`src/rtl/retimer_pkg.sv`:
```
package retimer_pkg;
  localparam int TICKS_PER_PERIOD = 4;
  localparam int POS_W = $clog2(TICKS_PER_PERIOD);

  typedef logic [1:0] phase_t;
  localparam phase_t PHASE_DEFAULT = 2'd2;

  typedef struct packed {
    logic captureEn;
    logic retimeEn;
    logic launchEn;
  } strobe_t;
endpackage

```
`src/rtl/retimer_ctrl.sv`:
```
module retimer_ctrl
  import retimer_pkg::*;
#(
  parameter int LOCK_COUNT = 4
) (
  input  logic    clk,
  input  logic    rstN,
  input  logic    dataClkTick,
  input  logic    mainClkTick,
  input  logic    manualEn,
  input  phase_t  manualPhase,
  output phase_t  phaseCode,
  output logic    locked,
  output strobe_t strobes
);
  localparam int CNT_W = $clog2(LOCK_COUNT + 1);
  localparam logic [CNT_W-1:0] CNT_MAX = CNT_W'(LOCK_COUNT);

  logic [POS_W-1:0] posQ, curPos;
  phase_t detPhase, autoPhaseQ, selPhase;
  logic [CNT_W-1:0] matchCnt;
  logic autoLocked;

  // tick position within the current data-clock period
  always_comb curPos = dataClkTick ? '0 : POS_W'(posQ + 1'b1);

  always_ff @(posedge clk) begin
    if (!rstN) posQ <= '0;
    else       posQ <= curPos;
  end

  // lowest-coded phase p with curPos != p and curPos != p+1
  always_comb begin
    unique case (curPos)
      2'd0:    detPhase = 2'd1;
      2'd1:    detPhase = 2'd2;
      2'd2:    detPhase = 2'd3;
      default: detPhase = 2'd1;
    endcase
  end

  always_ff @(posedge clk) begin
    if (!rstN) begin
      autoPhaseQ <= PHASE_DEFAULT;
      matchCnt   <= '0;
    end else if (mainClkTick) begin
      autoPhaseQ <= detPhase;
      if (matchCnt != '0 && detPhase == autoPhaseQ)
        matchCnt <= (matchCnt == CNT_MAX) ? CNT_MAX : matchCnt + 1'b1;
      else
        matchCnt <= CNT_W'(1);
    end
  end

  always_comb autoLocked = (matchCnt == CNT_MAX);

  always_comb begin
    if (manualEn) selPhase = (manualPhase == 2'd0) ? PHASE_DEFAULT : manualPhase;
    else          selPhase = autoPhaseQ;
  end

  assign phaseCode = selPhase;
  assign locked    = manualEn | autoLocked;

  always_comb begin
    strobes.captureEn = dataClkTick;
    strobes.retimeEn  = (curPos == selPhase);
    strobes.launchEn  = mainClkTick;
  end

  AST_PHASE_NONZERO: assert property (@(posedge clk) disable iff (!rstN)
    phaseCode != 2'd0);
  AST_MANUAL_LOCK: assert property (@(posedge clk) disable iff (!rstN)
    manualEn |-> locked);
  AST_AUTO_SAFE: assert property (@(posedge clk) disable iff (!rstN)
    (!manualEn && mainClkTick) |=> (manualEn ||
      (autoPhaseQ != $past(curPos) && 2'(autoPhaseQ + 2'd1) != $past(curPos))));
  AST_LOCK_DROP: assert property (@(posedge clk) disable iff (!rstN)
    (!manualEn && mainClkTick && detPhase != autoPhaseQ) |=> (manualEn || !locked));
endmodule

```
`src/rtl/retimer_datapath.sv`:
```
module retimer_datapath
  import retimer_pkg::*;
#(
  parameter int DATA_W = 12
) (
  input  logic              clk,
  input  logic              rstN,
  input  strobe_t           strobes,
  input  logic [DATA_W-1:0] dataIn,
  output logic [DATA_W-1:0] dataOut
);
  logic [DATA_W-1:0] captureQ, retimeQ, outQ;

  always_ff @(posedge clk) begin
    if (!rstN) begin
      captureQ <= '0;
      retimeQ  <= '0;
      outQ     <= '0;
    end else begin
      if (strobes.captureEn) captureQ <= dataIn;
      if (strobes.retimeEn)  retimeQ  <= captureQ;
      if (strobes.launchEn)  outQ     <= retimeQ;
    end
  end

  assign dataOut = outQ;

  AST_OUT_HOLDS: assert property (@(posedge clk) disable iff (!rstN)
    !strobes.launchEn |=> $stable(dataOut));
  AST_RETIME_SOURCE: assert property (@(posedge clk) disable iff (!rstN)
    strobes.retimeEn |=> retimeQ == $past(captureQ));
endmodule

```
`src/rtl/phase_retimer.sv`:
```
module phase_retimer
  import retimer_pkg::*;
#(
  parameter int DATA_W     = 12,
  parameter int LOCK_COUNT = 4
) (
  input  logic              clk,
  input  logic              rstN,
  input  logic              dataClkTick,
  input  logic              mainClkTick,
  input  logic [DATA_W-1:0] dataIn,
  input  logic              manualEn,
  input  logic [1:0]        manualPhase,
  output logic [DATA_W-1:0] dataOut,
  output logic [1:0]        phaseCode,
  output logic              locked
);
  strobe_t strobes;

  retimer_ctrl #(.LOCK_COUNT(LOCK_COUNT)) u_ctrl (
    .clk(clk), .rstN(rstN), .dataClkTick(dataClkTick), .mainClkTick(mainClkTick),
    .manualEn(manualEn), .manualPhase(manualPhase), .phaseCode(phaseCode),
    .locked(locked), .strobes(strobes)
  );

  retimer_datapath #(.DATA_W(DATA_W)) u_dp (
    .clk(clk), .rstN(rstN), .strobes(strobes), .dataIn(dataIn), .dataOut(dataOut)
  );
endmodule

```
`config.mk`:
```
export PLATFORM = sky130hd
export DESIGN_NAME = phase_retimer
export DESIGN_NICKNAME = d
export VERILOG_FILES = /design/src/rtl/retimer_pkg.sv /design/src/rtl/retimer_ctrl.sv /design/src/rtl/retimer_datapath.sv /design/src/rtl/phase_retimer.sv
export SDC_FILE = /design/constraint.sdc
export NUM_CORES = 1
export LEC_CHECK = 0
export ABC_AREA = 1
export BUFFER_PORTS_ARGS = -buffer_cell sky130_fd_sc_hd__buf_2
export CORE_MARGIN = 2
export CORE_UTILIZATION = 50
export DETAILED_ROUTE_END_ITERATION = 12
export HOLD_SLACK_MARGIN = 0.02
export PLACE_DENSITY_LB_ADDON = 0.3
export SLEW_MARGIN = 40
export SYNTH_ARGS = -nofsm -noshare
export SYNTH_HDL_FRONTEND = slang
export SYNTH_SLANG_ARGS = --single-unit
export TNS_END_PERCENT = 50
```
`constraint.sdc`:
```
create_clock -name clk -period 3.97 [get_ports clk]
set_clock_uncertainty 0.15 [all_clocks]
set_input_delay 0.1985 -clock clk [delete_from_list [all_inputs] [get_ports clk]]
set_output_delay 0.1985 -clock clk [all_outputs]
set_load 0.05 [all_outputs]
```
**After elaboration in Yosys (flattened, before gate mapping)**

Cells that the tools add are included.

- Bits in registers: 43

- Reductions and logical operators: 3
- Eq/ne operators: 5
- Add/subtract/negate cells: 2
- Mux-type cells: 6
- Bitwise operators: 1

Operators by type and width:

| cell | count |
|---|---|
| $mux W2 | 3 |
| $mux W3 | 2 |
| $eq A2 B2 Y1 | 2 |
| $pmux W2 S2 | 1 |
| $add A3 B1 Y3 const B | 1 |
| $eq A3 B3 Y1 const B | 1 |
| $reduce_bool A3 Y1 | 1 |
| $add A2 B1 Y2 const B | 1 |
| $eq A2 B1 Y1 const B | 1 |
| $eq A2 B2 Y1 const B | 1 |
| $logic_not A2 Y1 | 1 |
| $logic_and A1 B1 Y1 | 1 |
| $or A1 B1 Y1 | 1 |

**Logic depth before layout (Yosys ltp)**

Gate-level depths: netlist (run 1).

- Depth after elaboration: 7
- Gate-level depth with buffers: 10
- Depth with buffers taken out: 9

**Cells and area by module**

A second synthesis (run 1) with hierarchy kept.

- Cells, all modules: 297
- Area total of the unflattened synthesis: 1948.1 um2

By module, submodules not included:

| module | cells an instance | sequential area each (um2) | times used | area an instance (um2) |
|---|---|---|---|---|
| retimer_datapath | 226 | 720.7 | 1 | 1493.9 |
| retimer_ctrl | 71 | 140.1 | 1 | 454.2 |

**Worst setup path before layout (run 1)**

No wires, ideal clock.

- Kind: flip-flop to output port
- Start: register u_ctrl.matchCnt[0]
- End: output locked
- Arrival time: 1.668 ns
- Buffers on the path: 0
- Path slack: 1.954 ns
- Stages on the path, launching flop included: 5
- Data required time: 3.622 ns
- Path through: dfxtp_1 inv_1 ha_1 inv_1 o21ai_0

- Cells in the longest elaborated chain, start to end: 2

Ends and longest elaborated chain:

| element | RTL line | text |
|---|---|---|
| start, declared | retimer_ctrl.sv:21 | `logic [CNT_W-1:0] matchCnt;` |
| start signal, assigned | retimer_ctrl.sv:49 | `matchCnt <= (matchCnt == CNT_MAX) ? CNT_MAX : matchCnt + 1'b1;` |
| $eq A3 B3 Y1 | retimer_ctrl.sv:55 | `always_comb autoLocked = (matchCnt == CNT_MAX);` |
| $or A1 B1 Y1 | retimer_ctrl.sv:63 | `assign locked = manualEn \| autoLocked;` |
| end, declared | phase_retimer.sv:16 | `output logic locked` |

Every way passes these cells.

**Worst setup path in the final report (run 1)**

Same ends and word-level chain as after synthesis.

==> flow_summary.json, run 1 <==
{
  "busiest_layer": "met2",
  "num_io_pins": 34,
  "synth_top_family_by_area": "simple AND/OR/NAND/NOR gates",
  "worst_slew_margin_rel_pct": 60.6,
  "rows": 21,
  "p_total_uw": 856,
  "path_max_fanout": 4,
  "syn-num-nets": 269,
  "vias": 1530,
  "viasPerCell": 4.59,
  "period_share_pct": 44.0,
  "holdWs_ns": 0.0531,
  "numCtsBuffers": 5,
  "grt_start_max_net_pins": 42,
  "wl_per_cell_um": 9.79,
  "drt_iter0_drc": 95,
  "cts.sinks": 43,
  "cp-start-kind": "register",
  "synth_area_mm2": 0.00181,
  "antenna_found_initial": 0,
  "p_clk_share_pct": 23.7,
  "power_frac_seq_pct": 55.6,
  "area_delta_synth_final_pct": 18.6,
  "fmax_mhz": 573,
  "timing.final.ws_setup_ns": 2.22,
  "core_mm2": 0.00342,
  "synth_seq_cells": 43,
  "p_leak_nw": 1.03,
  "tightest_slew_ns": 0.591,
  "use_met1_pct": 23.1,
  "p_sw_uw": 266,
  "yosysSeqAreaShare_pct": 47.6,
  "setup_viol": 0,
  "yosysUniqueCellTypes": 19,
  "h-tree-depth": 2,
  "yosysWarnings": 0,
  "status": "completed",
  "fillers": 314,
  "synthXorXnorAreaFrac_pct": 0.968,
  "holdCritPathClass": "input pin to register",
  "grt.overflow.total": 0,
  "synth_mux_area_share_pct": 0,
  "nNetsFinal": 308,
  "grt_pass1_wl_mm": 5.95,
  "rsz0062_at_grt": "false",
  "die_h_um": 64.2,
  "cts_tree": "built",
  "use_met2_pct": 30.6,
  "cp.required_ns": 3.62,
  "start_util_pct": 53.0,
  "period_needed_ns": 1.75,
  "cp-end-kind": "primary output",
  "use_met3_pct": 5.28,
  "hp-start": "dataClkTick",
  "finalHoldViolCount": 0,
  "p_int_uw": 590,
  "gp_congestion": 0.797,
  "clockRootBuffer": "clkbuf_4",
  "r2r_start": "u_ctrl.posQ[0]",
  "detail-route-antenna-nets": 0,
  "slew_viol_final": 0,
  "crit_start": "u_ctrl.matchCnt[0]",
  "preCtsSetupSlack_ns": 2.24,
  "drc": 0,
  "antennaDiodeCount": 0,
  "clk_pin_slew_worst_paths_ns": 0.13,
  "worstSetupPathType": "register to primary output",
  "power_density_mw_per_mm2": 399,
  "wl_mm": 3.26,
  "arrival_ns": 1.40,
  "synth_adder_area_share_pct": 2.07,
  "synthSimpleGateAreaFrac_pct": 19.2,
  "postSynthAreaPerCell_um2": 7.32,
  "clock_latency_ns": 0.34,
  "synth_compound_area_share_pct": 16.3,
  "max_cap_violations": 0,
  "ir_worst_vdd_mv": 0.245,
  "synthCells": 247,
  "track_usage_pct": 18.4,
  "finalSetupTns_ns": 0,
  "drt_first_pass_iters": 4,
  "dieWidth_um": 64.2,
  "swShare_pct": 31.1,
  "die_area_mm2": 0.00412,
  "pwr-share-comb_pct": 20.7,
  "grt_pass1_vias": 1389,
  "port_buffers": 33,
  "clockBufferDepth": 2,
  "drive_above_1_share_pct": 18.8,
  "dp_hpwl_mm": 2.17
}
[per-layer routing]
metal	vias to the layer above	routed length, um
met2	29	1460
met4	0	33
met3	5	140
met1	642	1630
li1	854	-
met5	-	0
[logic make-up (layout without fill, tap and decap cells)]
| kind of cell | count (synthesis) | count (layout) |
|---|---|---|
| xor+xnor | 2 | 2 |
| compound gates | 59 | 59 |
| fa+ha+maj | 3 | 3 |
| buf+inv | 63 | 103 |
| flops | 43 | 43 |
| simple gates | 77 | 77 |
[critical path, cell delays in order, from the launching register on]
cell and delay (ns):
dfxtp_1 0.36, inv_1 0.06, ha_1 0.17, inv_1 0.06
o21ai_0 0.12, buf_2 0.28
[synth_stat cells]
cell	instances	area [um2]
ha_1	3	37.5
clkbuf_1	8	30.0
nand2_2	3	18.8
inv_4	1	6.26
nand4_1	13	81.3
nor2_1	21	78.8
dfxtp_1	43	861
nand3_1	4	20.0
xor2_1	2	17.5
nand2_1	33	124
nor3_1	1	5.00
buf_2	3	15.0
inv_1	41	154
buf_6	1	11.3
nand3_2	2	20.0
buf_1	1	3.75
inv_2	8	30.0
o21ai_0	31	155
a21oi_1	28	140
[layout make-up]
| cell class | instances | area, um2 | area share [%] |
|---|---|---|---|
| clock buffers | 6 | 41.3 | 1.92 |
| clock inverters | 2 | 12.5 | 0.583 |
| inverters | 50 | 190 | 8.86 |
| multi-input cells | 141 | 698 | 32.5 |
| flip-flops and latches | 43 | 861 | 40.1 |
| well taps | 46 | 57.6 | 2.68 |
| repair buffers | 45 | 285 | 13.3 |
[final timing paths]
path	slack (ns)	end	cells after the start
setup / recovery	2.22	locked	5
hold / removal	0.05	u_dp.captureQ[7]	3
setup reg to reg	2.31	u_ctrl.matchCnt[0]	8
hold reg to reg	0.31	u_dp.captureQ[3]	2
[cell usage in the layout, fill, tap and decap left out, drive strengths merged]
cell / synthesis / routed
inv: 50 / 50
dfxtp: 43 / 43
nand2: 36 / 36
buf: 5 / 33
o21ai: 31 / 31
a21oi: 28 / 28
nor2: 21 / 21
nand4: 13 / 13
dlygate4sd3: 0 / 12
clkbuf: 8 / 6
nand3: 6 / 6
ha: 3 / 3
xor2: 2 / 2
nor3: 1 / 1
clkinvlp: 0 / 1
clkinv: 0 / 1
[power groups by stage]
stage / logic [mW] / registers [mW] / clock network (mW)
floorplan: 0.107 / 0.513 / 0
global placement: 0.166 / 0.484 / 0
detailed placement: 0.168 / 0.486 / 0
CTS: 0.178 / 0.476 / 0.208
global route: 0.202 / 0.480 / 0.227
finish: 0.177 / 0.476 / 0.203
[what timing repair did]
item / CTS / global route
hold buffers: 12 / 0
endpoints found under the hold margin: 12 / 0
gates resized for setup: 0 / 0
setup buffers: 0 / 0
[through the flow]
stage,util [%],instances,instance area (um2)
final,62.8,333,2150
after global placement,57.7,313,1970
after floorplan,-,247,1810
after CTS,62.8,333,2150
after detailed placement,57.7,313,1970
after global routing,62.8,333,2150
[state kept, by name (all words and copies together), names as in the netlist]
register and flops:
u_dp.retimeQ 12, u_ctrl.autoPhaseQ 2, u_dp.captureQ 12, u_ctrl.matchCnt 3, u_ctrl.posQ 2, u_dp.dataOut 12
Note: power is estimated with default switching activity, not from simulation.
==> run 2: changes to the inputs <==
CORE_UTILIZATION = 49   (was 50)
clock period = 1.5 ns   (was 3.97 ns; I/O delays follow)
==> run 2 against run 1 <==
  * First-iteration DRC count fell by 8.4%
  * Via count rose by 6.7%
  * Cell count rose by 4.2%
  * Sequential cell count stayed put
  * Worst hold slack worse by 0.020 ns
  * Core utilization up 3.7 points
  * Register-to-register slack worse by 2.4 ns
  * Critical endpoint is now u_ctrl.matchCnt[0]
  * Sequential share of layout area is 3.9 points lower
  * Count of clock-buffer cells in the layout increased by 2
  * The flow now finishes with violations (setup timing)
  * Critical path depth is 3 higher
==> flow_summary.json, run 2 (synthesized netlist as in run 1, its figures left out) <==
{
  "status": "finished, violations left",
  "violations": "setup timing",
  "antenna_found_initial": 0,
  "use_met1_pct": 22.3,
  "num_io_pins": 34,
  "clk_pin_slew_worst_paths_ns": 0.08,
  "use_met3_pct": 3.82,
  "p_total_mw": 2.60,
  "dp_hpwl_mm": 2.18,
  "grt_pass1_wl_mm": 5.73,
  "rows": 22,
  "p_leak_nw": 1.13,
  "worstSetupPathType": "register to register",
  "tightest_slew_ns": 0.346,
  "cp-start-kind": "register",
  "cts_tree": "built",
  "die_h_um": 64.8,
  "antennaDiodeCount": 0,
  "clock_latency_ns": 0.29,
  "vias": 1633,
  "gp_congestion": 0.760,
  "area_delta_synth_final_pct": 32.6,
  "start_util_pct": 50.2,
  "drt_iter0_drc": 87,
  "busiest_layer": "met2",
  "cp-end-kind": "register",
  "finalHoldViolCount": 0,
  "ir_worst_vdd_mv": 0.614,
  "nNetsFinal": 320,
  "place_area_mm2": 0.00204,
  "power_density_mw_per_mm2": 1090,
  "max_cap_violations": 0,
  "core_mm2": 0.00361,
  "wl_mm": 3.67,
  "finalSetupTns_ns": -0.106,
  "die_area_mm2": 0.00419,
  "clockBufferDepth": 2,
  "layout_common_cells": "41 x inv_1, 39 x dfxtp_1, 31 x buf_2, 30 x nand2_1, 30 x o21ai_0",
  "grt.overflow.total": 0,
  "worst_slew_margin_rel_pct": 76.9,
  "path_max_fanout": 3,
  "h-tree-depth": 2,
  "fin_util_pct": 66.5,
  "drc": 0,
  "slew_viol_final": 0,
  "clockRootBuffer": "clkbuf_8",
  "holdCritPathClass": "input pin to register",
  "arrival_ns": 1.60,
  "final_common_cell": "inv_1",
  "drt_first_pass_iters": 4,
  "detail-route-antenna-nets": 0,
  "setup_viol": 3,
  "timing.final.ws_setup_ns": -0.0670,
  "cts_setup_buffers": 0,
  "grt_pass1_vias": 1404,
  "min_delay_path_depth": 5,
  "fillers": 319,
  "use_met2_pct": 27.1,
  "cp.required_ns": 1.53,
  "finish.instance_area_mm2": 0.00240,
  "wl_per_cell_um": 10.6,
  "final_cells": 347,
  "cts.sinks": 43,
  "viasPerCell": 4.71,
  "holdWs_ns": 0.0333,
  "preCtsSetupSlack_ns": -0.0983,
  "numCtsBuffers": 5,
  "reg2reg_depth": 8,
  "track_usage_pct": 16.8,
  "period_needed_ns": 1.57,
  "dieWidth_um": 64.8,
  "fmax_mhz": 638,
  "port_buffers": 33,
  "period_share_pct": 104,
  "grt_start_max_net_pins": 41,
  "rsz0062_at_grt": "true",
  "drive_above_1_share_pct": 26.1,
  "placedCellCount": 323
}
==> run 2: changes by cell type in the layout (fill, tap and decap cells not counted), sizes merged <==
cell and change:
buf +8, clkbuf +3, dlygate4sd3 +2, clkinv -1
clkinvlp -1, nand3 +1
==> run 2: per-layer routing <==
metal | vias up | wire, um | part of all wire, %
met1 | 704 | 1770 | 48
met5 | - | 0 | 0
met3 | 7 | 155 | 4.2
li1 | 881 | - | -
met4 | 0 | 55 | 1.5
met2 | 41 | 1690 | 46
==> run 2: final cells by class <==
type / count / area [um2] / area share, %
clock buffer: 8 / 100 / 4.17
inverter: 50 / 190 / 7.93
sequential: 43 / 868 / 36.2
timing repair buffer: 56 / 385 / 16.1
tap: 48 / 60.1 / 2.50
multi-input combinational: 142 / 795 / 33.1
==> run 2: timing repair <==
action,4_1_cts,5_1_grt
resized for setup,8,16
cloned,0,2
hold buffers,14,0
pin swaps,2,5
endpoints found under the hold margin,17,0
endpoints found under the setup margin,5,16
==> run 2: final timing paths <==
| kind | from | to | slack, ns |
|---|---|---|---|
| setup / recovery | u_ctrl.posQ[0] | u_ctrl.matchCnt[0] | -0.07 |
| hold / removal | dataClkTick | u_ctrl.posQ[0] | 0.03 |
| setup reg to reg | u_ctrl.posQ[0] | u_ctrl.matchCnt[0] | -0.07 |
| hold reg to reg | u_dp.retimeQ[10] | u_dp.dataOut[10] | 0.31 |
==> run 2: critical path: stages (launching register included) <==
cell	delay, ns
dfxtp_4	0.38
nor2_4	0.05
inv_2	0.06
nand3_4	0.07
ha_4	0.30
xor2_4	0.16
nand3_2	0.10
nor3_2	0.13
nor2_1	0.06
==> run 2: power by group <==
| part | switching [mW] | total (mW) | internal [mW] |
|---|---|---|---|
| Sequential | 0.0362 | 1.26 | 1.23 |
| Combinational | 0.354 | 0.558 | 0.203 |
| Clock | 0.360 | 0.780 | 0.420 |
==> run 3: changes to the inputs <==
CORE_UTILIZATION = 50   (was 49)
CTS_BUF_LIST = sky130_fd_sc_hd__clkbuf_4   (was default)
clock period = 1.75 ns   (was 1.5 ns; I/O delays follow)
==> run 3 against run 2 <==
  * The flow now finishes without violations
  * Sequential share of layout area is 0.061 points higher
  * Die area shrank 1.9%
  * Count of clock-buffer cells in the layout decreased by 2
  * Global-route usage is 3.9 points higher
  * Critical path depth is 1 lower
  * Critical endpoint is now u_dp.captureQ[9]
  * Sequential cell count unchanged
  * Combinational power shrank 16%
==> flow_summary.json, run 3 (synthesized netlist as in run 1, its figures left out) <==
{
  "status": "completed",
  "finalHoldViolCount": 0,
  "final_common_cell": "dfxtp_1",
  "port_buffers": 33,
  "cts_tree": "built",
  "cp-end-kind": "register",
  "max_stage_delay_ns": 0.59,
  "reg2reg_depth": 8,
  "hp-start": "manualPhase[0]",
  "antenna_found_initial": 0,
  "wl_mm": 3.95,
  "critPathTopFamily": "buffers and inverters",
  "wl_per_cell_um": 11.2,
  "die_area_mm2": 0.00412,
  "hold-path-endpoint": "u_dp.retimeQ[7]",
  "path_cells": "dlygate4sd3_1 > buf_2 > inv_4 > buf_6 > o21ai_0 > dlygate4sd3_1 > a21oi_1",
  "vias": 1631,
  "finalSetupTns_ns": 0,
  "clockBufferDepth": 2,
  "dieWidth_um": 64.2,
  "cp.required_ns": 1.90,
  "ff2ff_setup_slack_ns": 0.12,
  "detail-route-antenna-nets": 0,
  "min_delay_path_depth": 8,
  "ir_worst_vdd_mv": 0.490,
  "fillers": 311,
  "rows": 21,
  "power_density_mw_per_mm2": 859,
  "clk_pin_slew_worst_paths_ns": 0.13,
  "track_usage_pct": 20.8,
  "start_util_pct": 53.0,
  "r2r_end": "u_ctrl.matchCnt[2]",
  "timing.final.ws_setup_ns": 0.0391,
  "die_h_um": 64.2,
  "nNetsFinal": 329,
  "cpMaxStageDelayCell": "dlygate4sd3_1",
  "numCtsBuffers": 5,
  "p_leak_nw": 1.13,
  "period_needed_ns": 1.71,
  "preCtsSetupSlack_ns": 0.0984,
  "viasPerCell": 4.61,
  "cp-start-kind": "input pin",
  "core_mm2": 0.00342,
  "cts_setup_buffers": 0,
  "path_max_fanout": 24,
  "slew_viol_final": 0,
  "gp_congestion": 0.725,
  "rsz0062_at_grt": "true",
  "clock_latency_ns": 0.36,
  "fmax_mhz": 584,
  "r2r_start": "u_ctrl.posQ[0]",
  "drc": 0,
  "clockRootBuffer": "clkbuf_4",
  "cts.sinks": 43,
  "holdCritPathClass": "input pin to register",
  "grt_pass1_wl_mm": 6.49,
  "crit_buf_inv": 5,
  "grt_start_max_net_pins": 30,
  "num_io_pins": 34,
  "drt_first_pass_iters": 4,
  "worstSetupPathType": "input pin to register",
  "crit_top_cell": "dlygate4sd3_1",
  "grt.overflow.total": 0,
  "p_total_mw": 2.04,
  "drive_above_1_share_pct": 21.4,
  "max_cap_violations": 0,
  "setup_viol": 0,
  "period_share_pct": 97.8,
  "grt_pass1_vias": 1548,
  "drt_iter0_drc": 82,
  "h-tree-depth": 2,
  "area_delta_synth_final_pct": 31.4,
  "worst_slew_margin_rel_pct": 82.5,
  "layout_common_cells": "42 x dfxtp_1, 41 x inv_1, 33 x nand2_1, 33 x buf_2, 29 x o21ai_0",
  "dp_hpwl_mm": 2.28,
  "tightest_slew_ns": 0.262,
  "antennaDiodeCount": 0,
  "arrival_ns": 1.86
}
run 3: final cells by class:
type | count | area, um2 | share of cell area [%]
flip-flops and latches | 43 | 862 | 36.3
inverters | 50 | 190 | 8.00
clock buffers | 6 | 45.0 | 1.89
multi-input cells | 141 | 726 | 30.5
repair buffers | 66 | 484 | 20.4
well taps | 46 | 57.6 | 2.42
clock inverters | 2 | 12.5 | 0.526
run 3: repair_timing:
item	CTS	global route
hold buffers	27	0
setup endpoints to repair	0	10
gates resized for setup	0	7
hold endpoints to repair	22	0
run 3: metal layers:
metal | global-route usage [%] | wire [um] | vias up | part of all wire (%)
li1 | - | - | 896 | -
met1 | 23.9 | 1830 | 704 | 46
met2 | 35.5 | 1920 | 26 | 49
met3 | 4.23 | 137 | 5 | 3.5
met4 | 12.0 | 57 | 0 | 1.4
met5 | 0 | 0 | - | 0
run 3: how the worst max path moves through the flow:
stage               cells past startpoint  slack [ns]            startpoint            endpoint
finish                                  7        0.04           dataClkTick    u_dp.captureQ[9]
global placement                        8        0.17        u_ctrl.posQ[0]  u_ctrl.matchCnt[0]
global route                            8      -0.004        u_ctrl.posQ[1]  u_ctrl.matchCnt[2]
floorplan                               8        0.14  u_ctrl.autoPhaseQ[0]    u_dp.retimeQ[10]
CTS                                     8        0.09        u_ctrl.posQ[0]  u_ctrl.matchCnt[0]
detailed placement                      8         0.1        u_ctrl.posQ[0]  u_ctrl.matchCnt[0]
run 3: per-stage QoR:
step | utilization [%] | std cells | hold slack [ns] | instance area (um2)
floorplan | - | 247 | 0.0885 | 1810
global placement | 59.0 | 319 | 0.212 | 2020
detailed placement | 59.0 | 319 | 0.224 | 2020
CTS | 68.6 | 354 | 0.262 | 2340
global route | 69.6 | 354 | 0.319 | 2380
finish | 69.6 | 354 | 0.265 | 2380
run 3: power breakdown:
group          leakage (nW)  switching (mW)  total, mW  internal [mW]
logic                 0.738           0.292      0.466          0.175
registers             0.356          0.0286       1.08           1.05
clock network        0.0317           0.323      0.494          0.171
total                  1.13           0.644       2.04           1.40
run 3: tightest hold or removal path, cell delays in order:
cell     delay (ns)
buf_2          0.09
nand2_1        0.06
nand3_1        0.09
nand2_2        0.06
nand3_2        0.21
nand2_1        0.07
inv_1          0.04
nor2_1         0.03
